### config.mk
export PLATFORM = sky130hd
export DESIGN_NAME = tpg_pattern_gen
export DESIGN_NICKNAME = d
export VERILOG_FILES = /design/src/rtl/tpg_pkg.sv /design/src/rtl/tpg_rst_sync.sv /design/src/rtl/tpg_lfsr.sv /design/src/rtl/tpg_shift_gens.sv /design/src/rtl/tpg_count_gens.sv /design/src/rtl/tpg_out_stage.sv /design/src/rtl/tpg_pattern_gen.sv
export SDC_FILE = /design/constraint.sdc
export NUM_CORES = 1
export LEC_CHECK = 0
export CORE_ASPECT_RATIO = 2
export CORE_MARGIN = 3
export CORE_UTILIZATION = 52
export CTS_CLUSTER_DIAMETER = 40
export CTS_CLUSTER_SIZE = 25
export DETAILED_ROUTE_END_ITERATION = 16
export PLACE_DENSITY = 0.73
export SETUP_SLACK_MARGIN = 0.2
export SLEW_MARGIN = 15
export SYNTH_ARGS = -nofsm -noshare
export SYNTH_HDL_FRONTEND = slang
export SYNTH_SLANG_ARGS = --single-unit
### constraint.sdc
create_clock -name clk -period 10.68 [get_ports clk]
set_input_delay 2.136 -clock clk [delete_from_list [all_inputs] [get_ports clk]]
set_output_delay 2.136 -clock clk [all_outputs]
set_load 0.02 [all_outputs]
### src/rtl/tpg_pkg.sv
package tpg_pkg;

  typedef enum logic [2:0] {
    MODE_WALK    = 3'd0,
    MODE_COUNT   = 3'd1,
    MODE_CHECKER = 3'd2,
    MODE_PRBS_W  = 3'd3,
    MODE_JOHNSON = 3'd4,
    MODE_PRBS_N  = 3'd5,
    MODE_SPLIT   = 3'd6,
    MODE_ONES    = 3'd7
  } tpg_mode_e;

  // Tap masks: a set bit joins the feedback parity.
  localparam logic [31:0] TAPS_WIDE   = 32'h8020_0003; // bits 31,21,1,0
  localparam logic [23:0] TAPS_NARROW = 24'hE1_0000;   // bits 23,22,21,16

endpackage

### src/rtl/tpg_rst_sync.sv
module tpg_rst_sync #(
  parameter int STAGES = 2
) (
  input  logic clk,
  input  logic rst_n,
  output logic rst_sync_n
);
  logic [STAGES-1:0] chain_q;
  logic [STAGES-1:0] chain_d;

  always_comb begin
    chain_d = {chain_q[STAGES-2:0], 1'b1};
  end

  always_ff @(posedge clk or negedge rst_n) begin
    if (!rst_n) chain_q <= '0;
    else        chain_q <= chain_d;
  end

  assign rst_sync_n = chain_q[STAGES-1];
endmodule

### src/rtl/tpg_lfsr.sv
module tpg_lfsr #(
  parameter int              W      = 24,
  parameter logic [W-1:0]    TAPS   = '0,
  parameter bit              INVERT = 1'b1
) (
  input  logic         clk,
  input  logic         rst_n,
  input  logic         adv,
  output logic [W-1:0] state
);
  logic [W-1:0] state_q;
  logic [W-1:0] state_d;
  logic         parity;

  always_comb begin
    parity = ^(state_q & TAPS);
    state_d = state_q;
    if (adv) begin
      if (INVERT) state_d = {state_q[W-2:0], ~parity};
      else        state_d = {state_q[W-2:0], parity};
    end
  end

  always_ff @(posedge clk or negedge rst_n) begin
    if (!rst_n) state_q <= '0;
    else        state_q <= state_d;
  end

  assign state = state_q;
endmodule

### src/rtl/tpg_shift_gens.sv
module tpg_shift_gens #(
  parameter int W     = 32,
  parameter int NONES = 4
) (
  input  logic         clk,
  input  logic         rst_n,
  input  logic         adv,
  output logic [W-1:0] rot,
  output logic         phase,
  output logic [W-1:0] john
);
  localparam int SPACING = W / NONES;

  function automatic logic [W-1:0] spaced_seed();
    logic [W-1:0] r;
    for (int i = 0; i < W; i++) r[i] = ((i % SPACING) == 0);
    return r;
  endfunction

  localparam logic [W-1:0] ROT_SEED = spaced_seed();

  logic [W-1:0] rot_q, rot_d;
  logic         phase_q, phase_d;
  logic [W-1:0] john_q, john_d;

  always_comb begin
    rot_d   = rot_q;
    phase_d = phase_q;
    john_d  = john_q;
    if (adv) begin
      rot_d   = {rot_q[W-2:0], rot_q[W-1]};
      phase_d = ~phase_q;
      john_d  = {john_q[W-2:0], ~john_q[W-1]};
    end
  end

  always_ff @(posedge clk or negedge rst_n) begin
    if (!rst_n) begin
      rot_q   <= ROT_SEED;
      phase_q <= 1'b0;
      john_q  <= '0;
    end else begin
      rot_q   <= rot_d;
      phase_q <= phase_d;
      john_q  <= john_d;
    end
  end

  assign rot   = rot_q;
  assign phase = phase_q;
  assign john  = john_q;
endmodule

### src/rtl/tpg_count_gens.sv
module tpg_count_gens #(
  parameter int W    = 32,
  parameter int LO_W = 24,
  parameter int HI_W = 3
) (
  input  logic            clk,
  input  logic            rst_n,
  input  logic            adv,
  output logic [W-1:0]    full_cnt,
  output logic [LO_W-1:0] lo_cnt,
  output logic [HI_W-1:0] hi_cnt
);
  logic [W-1:0]    full_q, full_d;
  logic [LO_W-1:0] lo_q, lo_d;
  logic [HI_W-1:0] hi_q, hi_d;

  always_comb begin
    full_d = full_q;
    lo_d   = lo_q;
    hi_d   = hi_q;
    if (adv) begin
      full_d = full_q + 1'b1;
      lo_d   = lo_q + 1'b1;
      hi_d   = hi_q + 1'b1;
    end
  end

  always_ff @(posedge clk or negedge rst_n) begin
    if (!rst_n) begin
      full_q <= '0;
      lo_q   <= '0;
      hi_q   <= '0;
    end else begin
      full_q <= full_d;
      lo_q   <= lo_d;
      hi_q   <= hi_d;
    end
  end

  assign full_cnt = full_q;
  assign lo_cnt   = lo_q;
  assign hi_cnt   = hi_q;
endmodule

### src/rtl/tpg_out_stage.sv
module tpg_out_stage
  import tpg_pkg::*;
#(
  parameter int W      = 32,
  parameter int RND_W  = 24,
  parameter int HI_W   = 3,
  parameter int TEST_W = 28
) (
  input  logic              clk,
  input  logic              rst_n,
  input  logic [2:0]        mode,
  input  logic [W-1:0]      rot,
  input  logic              phase,
  input  logic [W-1:0]      john,
  input  logic [W-1:0]      prbs_w,
  input  logic [RND_W-1:0]  prbs_n,
  input  logic [W-1:0]      full_cnt,
  input  logic [RND_W-1:0]  lo_cnt,
  input  logic [HI_W-1:0]   hi_cnt,
  input  logic [RND_W-1:0]  fixed_word,
  input  logic              rand_sel,
  output logic [W-1:0]      pattern,
  output logic [TEST_W-1:0] test_word
);
  localparam int RND_PAD   = W - RND_W;
  localparam int SPLIT_PAD = W - RND_W - HI_W;
  localparam int TEST_PAD  = TEST_W - RND_W;
  localparam logic [W-1:0] CHK_A = {(W/2){2'b10}};

  logic [W-1:0]      pattern_q, pattern_d;
  logic [TEST_W-1:0] test_q, test_d;
  tpg_mode_e         sel;

  always_comb begin
    sel = tpg_mode_e'(mode);
    unique case (sel)
      MODE_WALK:    pattern_d = rot;
      MODE_COUNT:   pattern_d = full_cnt;
      MODE_CHECKER: pattern_d = phase ? ~CHK_A : CHK_A;
      MODE_PRBS_W:  pattern_d = prbs_w;
      MODE_JOHNSON: pattern_d = john;
      MODE_PRBS_N:  pattern_d = {{RND_PAD{1'b0}}, prbs_n};
      MODE_SPLIT:   pattern_d = {{SPLIT_PAD{1'b0}}, hi_cnt, lo_cnt};
      MODE_ONES:    pattern_d = '1;
      default:      pattern_d = '0;
    endcase
    test_d = {{TEST_PAD{1'b0}}, (rand_sel ? prbs_n : fixed_word)};
  end

  always_ff @(posedge clk or negedge rst_n) begin
    if (!rst_n) begin
      pattern_q <= '0;
      test_q    <= '0;
    end else begin
      pattern_q <= pattern_d;
      test_q    <= test_d;
    end
  end

  assign pattern   = pattern_q;
  assign test_word = test_q;
endmodule

### src/rtl/tpg_pattern_gen.sv
module tpg_pattern_gen
  import tpg_pkg::*;
#(
  parameter int WORD_W = 32,
  parameter int RND_W  = 24,
  parameter int HI_W   = 3,
  parameter int TEST_W = 28
) (
  input  logic              clk,
  input  logic              rst_n,
  input  logic              enable,
  input  logic [2:0]        mode,
  input  logic [RND_W-1:0]  fixed_word,
  input  logic              rand_sel,
  output logic [WORD_W-1:0] pattern_out,
  output logic [TEST_W-1:0] test_word_out
);
  logic              rst_sync_n;
  logic [WORD_W-1:0] rot, john, prbs_w, full_cnt;
  logic              phase;
  logic [RND_W-1:0]  prbs_n, lo_cnt;
  logic [HI_W-1:0]   hi_cnt;

  tpg_rst_sync #(.STAGES(2)) u_rst (
    .clk(clk), .rst_n(rst_n), .rst_sync_n(rst_sync_n)
  );

  tpg_shift_gens #(.W(WORD_W), .NONES(4)) u_shift (
    .clk(clk), .rst_n(rst_sync_n), .adv(enable),
    .rot(rot), .phase(phase), .john(john)
  );

  tpg_lfsr #(.W(WORD_W), .TAPS(TAPS_WIDE), .INVERT(1'b1)) u_prbs_w (
    .clk(clk), .rst_n(rst_sync_n), .adv(enable), .state(prbs_w)
  );

  tpg_lfsr #(.W(RND_W), .TAPS(TAPS_NARROW), .INVERT(1'b1)) u_prbs_n (
    .clk(clk), .rst_n(rst_sync_n), .adv(enable), .state(prbs_n)
  );

  tpg_count_gens #(.W(WORD_W), .LO_W(RND_W), .HI_W(HI_W)) u_cnt (
    .clk(clk), .rst_n(rst_sync_n), .adv(enable),
    .full_cnt(full_cnt), .lo_cnt(lo_cnt), .hi_cnt(hi_cnt)
  );

  tpg_out_stage #(.W(WORD_W), .RND_W(RND_W), .HI_W(HI_W), .TEST_W(TEST_W)) u_out (
    .clk(clk), .rst_n(rst_sync_n), .mode(mode),
    .rot(rot), .phase(phase), .john(john), .prbs_w(prbs_w), .prbs_n(prbs_n),
    .full_cnt(full_cnt), .lo_cnt(lo_cnt), .hi_cnt(hi_cnt),
    .fixed_word(fixed_word), .rand_sel(rand_sel),
    .pattern(pattern_out), .test_word(test_word_out)
  );
endmodule

### Yosys cells after proc, flatten, opt, wreduce, memory -nomap -nowiden

Index checks and enable logic that the tools add are counted.

| storage, ports and cells | value |
|---|---|
| flip-flop bits (word level) | 238 |
| latch bits | 0 |
| memory bits (writable) | 0 |
| memory bits (read-only) | 0 |
| bits of input ports | 31 |
| output and inout bits | 60 |
| logic and storage cells | 31 |
| memories | 0 |

| operators by class | value |
|---|---|
| add/sub/neg operators | 3 |
| multiply operators | 0 |
| div/mod/pow operators | 0 |
| $lt $le $gt $ge | 0 |
| equality and inequality tests | 7 |
| shifts and indexed selects | 0 |
| multiplexer cells | 3 |
| bitwise gates (word level) | 4 |
| reduce and logical (&&, ||, !) cells | 3 |

Operator list:

| cell | number |
|---|---|
| $pmux 32 s8 | 1 |
| $add 32x1->32 const B | 1 |
| $mux 32 | 1 |
| $reduce_xor 32->1 | 1 |
| $add 24x1->24 const B | 1 |
| $mux 24 | 1 |
| $reduce_xor 24->1 | 1 |
| $eq 3x3->1 const B | 4 |
| $eq 3x2->1 const B | 2 |
| $not 1->1 | 4 |
| $add 3x1->3 const B | 1 |
| $eq 3x1->1 const B | 1 |
| $logic_not 3->1 | 1 |

### Depth between registers and ports, before layout

| depth | value |
|---|---|
| word-level depth | 2 |
| mapped depth | 7 |
| depth with buffers taken out | 5 |

### Hierarchy

Synthesis repeated with hierarchy kept, for this count alone.

| unflattened totals | value |
|---|---|
| cell total of the unflattened synthesis | 835 |
| area, all modules | 10731.5 µm² |

Modules (own cells, without submodules):

| module | instances | cells an instance | area each (µm²) | seq. area each (µm²) |
|---|---|---|---|---|
| tpg_out_stage | 1 | 349 | 3316.9 | 1401.3 |
| tpg_count_gens | 1 | 221 | 2645.0 | 1476.4 |
| tpg_shift_gens | 1 | 138 | 2563.7 | 1631.6 |
| tpg_lfsr at u_prbs_w | 1 | 70 | 1223.7 | 800.8 |
| tpg_lfsr at u_prbs_n | 1 | 54 | 928.4 | 600.6 |
| tpg_rst_sync | 1 | 3 | 53.8 | 50.0 |

### Worst setup path after synthesis

Ideal clock, no wire load.

| timing path | value |
|---|---|
| kind | in2reg |
| start | input port enable |
| end | register u_shift.john_q[26] (netlist: u_shift.john[26]) |
| library setup time | 125 ps |
| data arrival time | 3365 ps |
| data required time | 10555 ps |
| path slack | 7190 ps |
| stages | 4 |
| path buffers | 3 |
| cells stage by stage | clkbuf_1 clkbuf_1 clkbuf_1 mux2_2 |

RTL lines:

| what | RTL line | text |
|---|---|---|
| from (decl) | tpg_pattern_gen.sv:11 | `input logic enable,` |
| to (signal assigned) | tpg_shift_gens.sv:45 | `john_q <= john_d;` |
| to (decl) | tpg_shift_gens.sv:24 | `logic [W-1:0] john_q, john_d;` |

No word-level cell between the ends.

### Final worst setup path

| timing path | value |
|---|---|
| start | input port mode[1] |
| end | register u_out.pattern_q[21] (netlist: u_out.pattern[21]) |

| on the way | value |
|---|---|
| longest elaborated chain between the ends | 2 |
| elaborated cells on any way between the ends | 9 |
| those cells by class | 7 x eq/ne; 1 x mux; 1 x reduce/logical |

RTL lines:

| what | RTL line | text |
|---|---|---|
| from (decl) | tpg_pattern_gen.sv:12 | `input logic [2:0] mode,` |
| $eq 3x3->1, or another cell as far along | tpg_out_stage.sv:36 | `unique case (sel)` |
| $pmux 32 s8 (*) | tpg_out_stage.sv:36 |  |
| via u_out.pattern_d[21] | tpg_out_stage.sv:30 | `logic [W-1:0] pattern_q, pattern_d;` |
| to (signal assigned) | tpg_out_stage.sv:55 | `pattern_q <= pattern_d;` |
| to (decl) | tpg_out_stage.sv:30 |  |

Mark *: on every way through the listed nets, which the timed path passes. The rest lies on a longest branch.
A chain may end at the register's enable or synchronous reset.

==> results.cfg <==
[status]
status = complete, no violations

[worst_setup_path]
arrival_ps = 4250
critical_path_class = in2reg
r2r-start = u_cnt.full_cnt[6]
cp-startpoint = mode[1]
start_kind = input pin
worstRegToRegCells = 4
required_ps = 11060
reg2reg_slack_ps = 8550
worstSetupEndpointType = flip-flop
worstPathMaxFanout = 82
reg2reg_to = u_cnt.full_cnt[23]

[cts]
cts.hold.buffers_added = 0
clockBufferDepth = 3
cts-root-buf = clkbuf_16
path_clk_slew_ps = 80
clk_latency_ps = 530
cts.htree.levels = 1
clkSinkCount = 238
cts_resized = 0
cts_buffers = 21
cts_tree = built
post_cts_buffers = 0

[drt]
vias = 7062
wl_per_cell_um = 22.0
drt_wl_total_mm = 26.4
drc = 0
postRouteAntennaNets = 0
drt_iter0_drc = 468
routed_via_density = 5.88
firstDrtPassIters = 5

[place]
numPortBuffers = 86
dp_hpwl_mm = 18.4
dp_worst_setup_slack_ps = 6370
post-place-cells = 1163
gp_congestion = 0.874

[timing]
setup_viol = 0
fin_crit_sh_pct = 36.2
slew-limit-headroom_pct = 25.2
fin_ws_ps = 6810
worst_clock_skew_ps = 37.4
finalHoldViolations = 0
grt_setup_unrepaired = no
worst_pin_slew_ps = 1120
period_minus_slack_ps = 3870
final.setup.tns_ps = 0
max_freq_mhz = 259
final_max_slew_viol_count = 0

[cells_and_area]
syn_to_final_growth_pct = 16.7
nNetsFinal = 958
final_common_cell = dfrtp_1
diodes = 0
drive_gt1_share_pct = 22.6
layout.cells.non_filler = 1201
final_cell_mix = 233 x dfrtp_1, 148 x mux2_2, 82 x clkdlybuf4s50_1

[power_and_ir_drop]
power_mw = 2.67
p_leak_nw = 5.23
intPower_mw = 1.80
clkPwrFrac_pct = 30.5
pwr-share-seq_pct = 48.6
switching_power_mw = 0.873
peakVddDrop_mv = 0.150
p_per_area_nw_per_um2 = 216
swShare_pct = 32.7
p_comb_share_pct = 20.9

[synthesis]
synthCells = 859
ys_seq_elements = 238
ys_seq_area_share_pct = 56.4
synth_warnings = 0
synthTopCellsByArea = dfrtp_1 55%, mux2_2 16%, xnor2_1 3.9%
synth_area_per_cell_um2 = 12.3
synth-main-ff-cell = dfrtp_1
post-synth-top-area-cell = dfrtp_1
synth.distinct_cells = 57
synth-edff-count = 0
synth_area_um2 = 10600
postSynth.asyncResetShare_pct = 100
yosysTopAreaCellShare_pct = 55.4

[global_route]
overflow = 0
grt_max_degree = 198
antenna_found_initial = 0
grt_pass1_wl_mm = 41.7
grt_pass1_vias = 7444
grt_use_total_pct = 24.2

[die]
ioPinCount = 91
core_um2 = 19900
dieArea_um2 = 22200
die_y_um = 208
die_w_um = 107
num_rows = 73
start_util_pct = 53.1

[min_path]
hold_path_class = reg2async

[flow_run]
cap_violations = 0
power groups by stage:
stage / clock network [mW] / logic (mW) / registers, mW
finish: 0.814 / 0.558 / 1.30
global route: 0.864 / 0.606 / 1.32
CTS: 0.826 / 0.564 / 1.30
detailed placement: 0 / 0.561 / 1.32
global placement: 0 / 0.548 / 1.31
floorplan: 0 / 0.311 / 1.30
flip-flops by register name, summed over array words and instances, names as in the netlist, 3 cells and up:
signal	count
u_cnt.lo_cnt	24
u_out.test_word	24
u_shift.rot	32
u_cnt.full_cnt	32
u_shift.john	32
u_prbs_n.state	24
u_cnt.hi_cnt	3
u_out.pattern	32
u_prbs_w.state	32
cells in the mapped netlist, types with 8 or more instances:
library cell	number
clkbuf_1	35
nor3_1	13
o21ai_0	10
a21o_1	12
a21oi_1	34
o22ai_1	14
nor2b_1	12
nand2_1	42
dfrtp_1	234
nor2_1	44
mux2_2	148
xor2_1	16
nand4_1	22
nand3_1	16
buf_2	8
xnor2_1	47
inv_1	9
nand2b_1	12
o2bb2ai_1	12
mux2i_1	18
through the flow:
step | util, % | hold slack, ps | cell area [um2]
global route | 62.0 | 371 | 12300
detailed placement | 58.2 | 335 | 11600
floorplan | - | 331 | 10600
CTS | 62.0 | 341 | 12300
global placement | 58.2 | 326 | 11600
finish | 62.0 | 317 | 12300
cell families (layout without fill, tap and decap cells):
kind of cell,count (synthesis),in the layout,share of synthesized area (%)
AO/OA/AOI/OAI,130,130,8.38
XOR/XNOR,63,63,5.22
flip-flops,238,238,56.4
other,2,5,0.0710
buffers and inverters,64,141,2.58
AND/OR/NAND/NOR,193,193,9.57
multiplexers,166,166,17.5
adder cells (fa/ha/maj),3,3,0.355
layout make-up:
cell class              instances  area [um2]
multi-input cells             560        4350
clock inverters                17         229
fillers                      1636        7570
inverters                      10        37.5
well taps                     262         328
flip-flops and latches        238        5960
repair buffers                 93         908
clock buffers                  21         526
per-layer routing:
metal | global-route usage, % | up-vias | wire length [um]
met1 | 27.8 | 3564 | 9580
met3 | 2.71 | 76 | 1140
met5 | 0 | - | 0
met4 | 13.6 | 0 | 1800
li1 | - | 3201 | -
met2 | 43.2 | 221 | 13900
worst max path at each step:
stage / end / slack (ps) / depth (start not counted)
finish: u_out.pattern[21] / 6810 / 7
global route: u_cnt.full_cnt[19] / 6640 / 5
CTS: u_cnt.full_cnt[23] / 6810 / 5
detailed placement: u_out.pattern[23] / 6370 / 7
global placement: u_cnt.full_cnt[23] / 6350 / 5
floorplan: u_cnt.full_cnt[0] / 3560 / 0
critical path, stage by stage:
cell,delay [ps]
buf_2,80
buf_4,730
nor2b_1,330
buf_4,300
a22o_1,250
a211oi_1,290
nor3_1,100
Note: power is estimated with default switching activity, not from simulation.
